--- src/rtl/sd_cmdseq_pkg.sv ---
package sd_cmdseq_pkg;
  typedef enum logic [2:0] {
    SEL_INDEX  = 3'd0,
    SEL_ARG_HI = 3'd1,
    SEL_ARG_LO = 3'd2,
    SEL_CTRL   = 3'd3,
    SEL_BLKLEN = 3'd4,
    SEL_BLKCNT = 3'd5
  } reg_sel_e;

  typedef enum logic [1:0] {
    PH_IDLE = 2'd0,
    PH_REQ  = 2'd1,
    PH_RESP = 2'd2
  } phase_e;

  localparam int CTRL_DEN_BIT  = 2;
  localparam int CTRL_STOP_BIT = 10;
endpackage

--- src/rtl/sd_rsp_len_check.sv ---
module sd_rsp_len_check #(
  parameter int CB          = 5,
  parameter int SHORT_BYTES = 4,
  parameter int LONG_BYTES  = 16
) (
  input  logic [1:0]    rtype,
  input  logic [CB-1:0] nbytes,
  output logic          ok
);
  logic [CB-1:0] need;

  always_comb begin
    case (rtype)
      2'd0:    need = '0;
      2'd2:    need = CB'(LONG_BYTES);
      default: need = CB'(SHORT_BYTES);
    endcase
  end

  assign ok = (nbytes >= need);
endmodule

--- src/rtl/sd_rsp_store.sv ---
module sd_rsp_store #(
  parameter int WORDS = 9
) (
  input  logic        clk,
  input  logic        rst_n,
  input  logic        clr,
  input  logic        wr_en,
  input  logic [7:0]  wr_byte,
  input  logic        pop,
  output logic [15:0] rd_word
);
  localparam int BYTES = 2 * WORDS;
  localparam int PW    = $clog2(BYTES + 1);
  localparam int RW    = $clog2(WORDS + 1);

  logic [7:0]    mem [BYTES];
  logic [PW-1:0] wptr;
  logic [RW-1:0] ridx;

  for (genvar b = 0; b < BYTES; b++) begin : g_byte
    always_ff @(posedge clk) begin
      if (!rst_n || clr)
        mem[b] <= '0;
      else if (wr_en && wptr == PW'(b))
        mem[b] <= wr_byte;
    end
  end

  always_ff @(posedge clk) begin
    if (!rst_n || clr) begin
      wptr <= '0;
      ridx <= '0;
    end else begin
      if (wr_en && wptr < PW'(BYTES))
        wptr <= wptr + 1'b1;
      if (pop && ridx < RW'(WORDS))
        ridx <= ridx + 1'b1;
    end
  end

  always_comb begin
    rd_word = '0;
    for (int w = 0; w < WORDS; w++)
      if (ridx == RW'(w))
        rd_word = {mem[2*w], mem[2*w+1]};
  end
endmodule

--- src/rtl/sd_cmdseq.sv ---
module sd_cmdseq
  import sd_cmdseq_pkg::*;
#(
  parameter int IDX_W       = 6,
  parameter int ARG_W       = 32,
  parameter int BLKLEN_W    = 12,
  parameter int BLKCNT_W    = 16,
  parameter int RSP_WORDS   = 9,
  parameter int SHORT_BYTES = 4,
  parameter int LONG_BYTES  = 16,
  localparam int HALF_W     = ARG_W / 2,
  localparam int CNT_W      = BLKLEN_W + BLKCNT_W
) (
  input  logic              clk,
  input  logic              rst_n,
  input  logic              cfg_we,
  input  logic [2:0]        cfg_sel,
  input  logic [HALF_W-1:0] cfg_wdata,
  input  logic              clk_start,
  input  logic              clk_stop,
  output logic [IDX_W+1:0]  idx_rd,
  output logic [ARG_W-1:0]  arg_rd,
  output logic              req_valid,
  input  logic              req_ready,
  output logic [IDX_W-1:0]  req_idx,
  output logic [ARG_W-1:0]  req_arg,
  input  logic              rsp_valid,
  output logic              rsp_ready,
  input  logic [7:0]        rsp_data,
  input  logic              rsp_end,
  input  logic              res_pop,
  output logic [15:0]       res_word,
  output logic              st_clk_on,
  output logic              st_pending,
  output logic              st_busy,
  output logic              st_resp_end,
  output logic              st_resp_tout,
  output logic              irq_end_cmd,
  output logic              fifo_flush,
  output logic              data_go,
  output logic [CNT_W-1:0]  data_bytes
);
  localparam int RSP_BYTES = 2 * RSP_WORDS;
  localparam int CB        = $clog2(RSP_BYTES + 2);

  phase_e               phase;
  reg_sel_e             sel;
  logic [IDX_W-1:0]     idx_q;
  logic [ARG_W-1:0]     arg_q;
  logic [1:0]           rtype_q;
  logic                 den_q;
  logic                 stop_q;
  logic [BLKLEN_W-1:0]  blklen_q;
  logic [BLKCNT_W-1:0]  blkcnt_q;
  logic [CB-1:0]        rcv_cnt;
  logic [CB-1:0]        cnt_eff;
  logic                 idle;
  logic                 ctrl_wr;
  logic                 clk_eff;
  logic                 launch;
  logic                 len_ok;
  logic                 accept;

  assign sel     = reg_sel_e'(cfg_sel);
  assign idle    = (phase == PH_IDLE);
  assign ctrl_wr = cfg_we && sel == SEL_CTRL && idle;
  assign clk_eff = (st_clk_on || clk_start) && !clk_stop;
  assign launch  = idle && ((ctrl_wr && !cfg_wdata[CTRL_STOP_BIT] && clk_eff) ||
                            (!ctrl_wr && st_pending && !stop_q && clk_start && !clk_stop));
  assign accept  = (phase == PH_RESP) && rsp_valid;
  assign cnt_eff = (accept && rcv_cnt != '1) ? rcv_cnt + 1'b1 : rcv_cnt;

  assign idx_rd    = {1'b0, 1'b1, idx_q};
  assign arg_rd    = arg_q;
  assign req_valid = (phase == PH_REQ);
  assign rsp_ready = (phase == PH_RESP);
  assign st_busy   = !idle;

  sd_rsp_len_check #(
    .CB(CB), .SHORT_BYTES(SHORT_BYTES), .LONG_BYTES(LONG_BYTES)
  ) u_len (
    .rtype (rtype_q),
    .nbytes(cnt_eff),
    .ok    (len_ok)
  );

  sd_rsp_store #(.WORDS(RSP_WORDS)) u_store (
    .clk    (clk),
    .rst_n  (rst_n),
    .clr    (launch),
    .wr_en  (accept),
    .wr_byte(rsp_data),
    .pop    (res_pop),
    .rd_word(res_word)
  );

  always_ff @(posedge clk) begin
    if (!rst_n) begin
      phase <= PH_IDLE;
      idx_q <= '0;
      arg_q <= '0;
      rtype_q <= '0;
      den_q <= 1'b0;
      stop_q <= 1'b0;
      blklen_q <= '0;
      blkcnt_q <= '0;
      rcv_cnt <= '0;
      req_idx <= '0;
      req_arg <= '0;
      st_clk_on <= 1'b0;
      st_pending <= 1'b0;
      st_resp_end <= 1'b0;
      st_resp_tout <= 1'b0;
      irq_end_cmd <= 1'b0;
      fifo_flush <= 1'b0;
      data_go <= 1'b0;
      data_bytes <= '0;
    end else begin
      fifo_flush <= 1'b0;
      data_go <= 1'b0;

      if (cfg_we) begin
        case (sel)
          SEL_INDEX:  idx_q <= cfg_wdata[IDX_W-1:0];
          SEL_ARG_HI: arg_q[ARG_W-1:HALF_W] <= cfg_wdata;
          SEL_ARG_LO: arg_q[HALF_W-1:0] <= cfg_wdata;
          SEL_BLKLEN: blklen_q <= cfg_wdata[BLKLEN_W-1:0];
          SEL_BLKCNT: blkcnt_q <= cfg_wdata[BLKCNT_W-1:0];
          SEL_CTRL: if (idle) begin
            rtype_q <= cfg_wdata[1:0];
            den_q <= cfg_wdata[CTRL_DEN_BIT];
            stop_q <= cfg_wdata[CTRL_STOP_BIT];
          end
          default: ;
        endcase
      end

      if (clk_start) st_clk_on <= 1'b1;
      if (clk_stop)  st_clk_on <= 1'b0;

      if (launch)
        st_pending <= 1'b0;
      else if (ctrl_wr)
        st_pending <= !cfg_wdata[CTRL_STOP_BIT];

      case (phase)
        PH_IDLE: if (launch) begin
          phase <= PH_REQ;
          req_idx <= idx_q;
          req_arg <= arg_q;
          st_resp_end <= 1'b0;
          st_resp_tout <= 1'b0;
          irq_end_cmd <= 1'b0;
          fifo_flush <= 1'b1;
          rcv_cnt <= '0;
        end
        PH_REQ: if (req_ready) phase <= PH_RESP;
        PH_RESP: begin
          rcv_cnt <= cnt_eff;
          if (rsp_end) begin
            phase <= PH_IDLE;
            if (len_ok) begin
              st_resp_end <= 1'b1;
              irq_end_cmd <= 1'b1;
              if (den_q) begin
                data_go <= 1'b1;
                data_bytes <= CNT_W'(blklen_q) * CNT_W'(blkcnt_q);
              end
            end else begin
              st_resp_tout <= 1'b1;
            end
          end
        end
        default: phase <= PH_IDLE;
      endcase
    end
  end
endmodule

--- config.mk ---
export PLATFORM = sky130hd
export DESIGN_NAME = sd_cmdseq
export DESIGN_NICKNAME = d
export VERILOG_FILES = /design/src/rtl/sd_cmdseq_pkg.sv /design/src/rtl/sd_rsp_len_check.sv /design/src/rtl/sd_rsp_store.sv /design/src/rtl/sd_cmdseq.sv
export SDC_FILE = /design/constraint.sdc
export NUM_CORES = 1
export LEC_CHECK = 0
export BUFFER_PORTS_ARGS = -buffer_cell sky130_fd_sc_hd__clkbuf_2
export CAP_MARGIN = 10
export CORE_MARGIN = 3
export CORE_UTILIZATION = 60
export DETAILED_ROUTE_END_ITERATION = 10
export GPL_TIMING_DRIVEN = 0
export HOLD_SLACK_MARGIN = 0.05
export PLACE_DENSITY = 0.8
export SYNTH_ARGS = -nofsm -noshare
export SYNTH_HDL_FRONTEND = slang
export SYNTH_HIERARCHICAL = 1
export SYNTH_SLANG_ARGS = --single-unit
--- constraint.sdc ---
create_clock -name clk -period 9.7 [get_ports clk]
set_input_delay 0.97 -clock clk [delete_from_list [all_inputs] [get_ports clk]]
set_output_delay 0.97 -clock clk [all_outputs]
set_load 0.03 [all_outputs]
==> flow_metrics.py <==
metrics = {
    "run_status": {
        "outcome": "finished clean",
    },
    "logic_synthesis": {
        "ys_warn_count": 6,
        "synthSimpleGateAreaFrac_pct": 19.3,
        "async_flop_share_pct": 0,
        "synthMuxAreaShare_pct": 0.851,
        "synth_compound_area_share_pct": 13.6,
        "synth_flop_cell": "dfxtp_1",
        "seq_area_frac_synth_pct": 38.6,
        "synth_edf_count": 144,
        "postSynthCellCount": 2033,
        "avgSynthCellArea_um2": 9.54,
        "synthXorXnorAreaFrac_pct": 1.31,
        "synth_fp_nets": 2289,
        "synth_top_family_by_area": "adder cells",
        "yosysUniqueCellTypes": 68,
        "synth-seq-cells": 302,
        "syn_area_um2": 19400,
        "synthAdderAreaFrac_pct": 19.6,
    },
    "cells_and_area": {
        "antenna_cells": 0,
        "multiInputGateArea_um2": 10600,
        "fillerInstances": 2393,
        "nets": 2493,
        "final_cell_mix": "394 x nand2_1, 208 x and2_1, 197 x inv_1",
        "layout.cells.most_common": "nand2_1",
        "seq_area_um2": 7490,
        "utilization_pct": 69.2,
        "drive_gt1_share_pct": 13.8,
        "areaGrowthSynthToFinish_pct": 13.1,
    },
    "worst_setup_path": {
        "arrival_ps": 6780,
        "path_buf_inv": 5,
        "critPathRequiredTime_ps": 10100,
        "path_depth": 19,
        "r2r_slack_ps": 3320,
        "end_kind": "register",
        "critPathMaxFanout": 10,
        "setup.worst_path.start_class": "register",
        "r2r_cells": 19,
        "r2r_start": "blklen_q[5]$_SDFFE_PN0P_",
        "slowest_stage": "o41ai_1",
        "worst-setup-path-type": "register to register",
        "critPathMaxStageDelay_ps": 660,
        "crit_chain": "clkbuf_1, clkbuf_1, nand2_1, fa_1, fa_1, inv_1, fa_1, fa_1, inv_1, fa_1, inv_1, ha_1, o211ai_1, a21oi_1, o211ai_1, o41ai_1, o211ai_1, xor2_1, o21ai_0",
        "critical-path-top-delay-family": "adder cells",
        "cp_common_cell": "fa_1",
        "worstReg2RegEnd": "data_bytes[22]$_SDFFE_PN0P_",
    },
    "worst_hold_path": {
        "holdPathStages": 2,
        "hold_path.class": "register to register",
        "min_from": "req_arg[23]$_SDFFE_PN0P_",
        "min_to": "req_arg[23]$_SDFFE_PN0P_",
    },
    "sta": {
        "rsz0062_at_grt": "no",
        "period_needed_ps": 6380,
        "finalMaxSlewViolations": 0,
        "fin_setup_tns_ps": 0,
        "whs_ps": 452,
        "relSlewSlack_pct": 17.8,
        "fmaxAchievable_mhz": 157,
        "hold_violations": 0,
        "setup_viol": 0,
        "timing.final.crit_share_pct": 65.8,
        "tightest_slew_ps": 1220,
        "skew_ps": 27.9,
    },
    "clock_network": {
        "cts_setup_buffers": 0,
        "clockBufferDepth": 3,
        "cts-root-buf": "clkbuf_16",
        "numCtsBuffers": 34,
        "cts_tree": "done",
        "clk_pin_slew_ps": 60,
        "cts-hold-fix-buffers": 0,
        "cts_max_level": 2,
        "cts_sinks": 302,
        "clk-insertion-delay-late_ps": 540,
        "post_cts_resized": 0,
    },
    "placement": {
        "portBuffers": 165,
        "post-dp-hpwl_mm": 39.2,
        "routabilityCongestion": 0.946,
    },
    "floorplanning": {
        "die_area_um2": 34500,
        "coreArea_um2": 31700,
        "die_w_um": 186,
        "io_pins": 168,
        "initial_utilization_pct": 61.2,
        "fp-row-count": 65,
        "die_y_um": 186,
    },
    "grt": {
        "grt_use_total_pct": 30.5,
        "grt_pass1_wl_mm": 82.1,
        "grt_pass1_vias": 15519,
        "grt_start_max_net_pins": 14,
        "antenna_found_initial": 0,
        "overflow": 0,
    },
    "detailed_routing": {
        "drc_errors": 0,
        "post_drt_via_cell_ratio": 5.87,
        "wl_mm": 52.3,
        "wire_per_inst_um": 19.6,
        "vias": 15630,
        "ant_nets": 0,
        "drt_pre_antenna_iters": 6,
        "drt_iter0_markers": 1545,
    },
    "flow_run": {
        "drv_cap": 0,
    },
    "pwr": {
        "power_density_nw_per_um2": 138,
        "leakagePower_uw": 0.00932,
        "vdd_ir_drop_max_mv": 0.120,
    },
}
-- where the power goes --
group          switching (uW)  internal (uW)  total, uW
clock network             551            808       1360
logic                     195           85.8        281
registers                17.8           1360       1380
-- worst register-to-register path, delay by kind of cell, from the launching register on --
family | cells | cell delay, ps
buffers and inverters | 5 | 1050
flip-flops | 1 | 310
adder cells (fa/ha/maj) | 6 | 2780
AO/OA/AOI/OAI | 6 | 1640
XOR/XNOR | 1 | 290
AND/OR/NAND/NOR | 1 | 180
-- routing by layer --
metal  global-route usage [%]  share of wire, %  up-vias  routed length (um)
li1                         -                 -     7107                   -
met3                     5.94               8.6      201                4500
met2                     51.1                48      808               25100
met5                        0                 0        -                   0
met1                     37.8                37     7514               19500
met4                     15.5               6.1        0                3190
-- cells by family (layout without fill, tap and decap cells) --
| group | Yosys count | in the layout |
|---|---|---|
| other cells | 2 | 2 |
| xor+xnor | 29 | 29 |
| fa+ha+maj | 220 | 220 |
| mux | 16 | 16 |
| compound gates | 388 | 388 |
| flops | 302 | 302 |
| buf+inv | 321 | 550 |
| simple gates | 755 | 755 |
-- through the flow --
stage               total power (uW)  worst slack (ps)  std cells  area (um^2)
CTS                             3030              3390       2661        21900
finish                          3020              3320       2664        21900
floorplan                       1570              4530       2033        19400
global placement                1670              3490       2600        20700
detailed placement              1680              3460       2600        20700
global route                    3110              3000       2664        21900
-- sequential cells by signal (all words and copies together), names as in the netlist, 6 cells and up --
name,cells
u_store/mem,144
arg_rd,32
req_arg,32
data_bytes,28
blkcnt_q,16
blklen_q,12
idx_q,6
req_idx,6
-- area by class of cell --
type | count | share of cell area [%]
timing repair buffer | 168 | 3.84
tap | 402 | 2.29
buffer | 121 | 2.53
multi-input combinational | 1410 | 48.3
sequential | 302 | 34.1
inverter | 200 | 3.44
clock buffer | 42 | 4.11
clock inverter | 19 | 1.31
-- Yosys cell counts (all sizes together), types with 17 or more instances --
cell type | instances | area [um^2]
nor2 | 46 | 228
nand2 | 397 | 1500
a31oi | 20 | 125
fa | 140 | 2800
buf | 30 | 214
nor2b | 17 | 106
inv | 197 | 739
edfxtp | 144 | 4320
a21boi | 110 | 826
and2 | 222 | 1410
dfxtp | 158 | 3160
a21o | 22 | 165
clkbuf | 91 | 342
ha | 80 | 1000
a21oi | 65 | 325
o21ai | 98 | 490
-- worst max-delay path by stage --
stage | start | end | slack [ps]
final | blklen_q[5]$_SDFFE_PN0P_ | data_bytes[22]$_SDFFE_PN0P_ | 3320
after CTS | blklen_q[5]$_SDFFE_PN0P_ | data_bytes[22]$_SDFFE_PN0P_ | 3390
after detailed placement | blklen_q[5]$_SDFFE_PN0P_ | data_bytes[22]$_SDFFE_PN0P_ | 3460
after global placement | blklen_q[5]$_SDFFE_PN0P_ | data_bytes[22]$_SDFFE_PN0P_ | 3490
after global routing | blklen_q[5]$_SDFFE_PN0P_ | data_bytes[22]$_SDFFE_PN0P_ | 3000
after floorplan | blklen_q[5]$_SDFFE_PN0P_ | data_bytes[15]$_SDFFE_PN0P_ | 4530
Power figures use the tool's default switching activity.
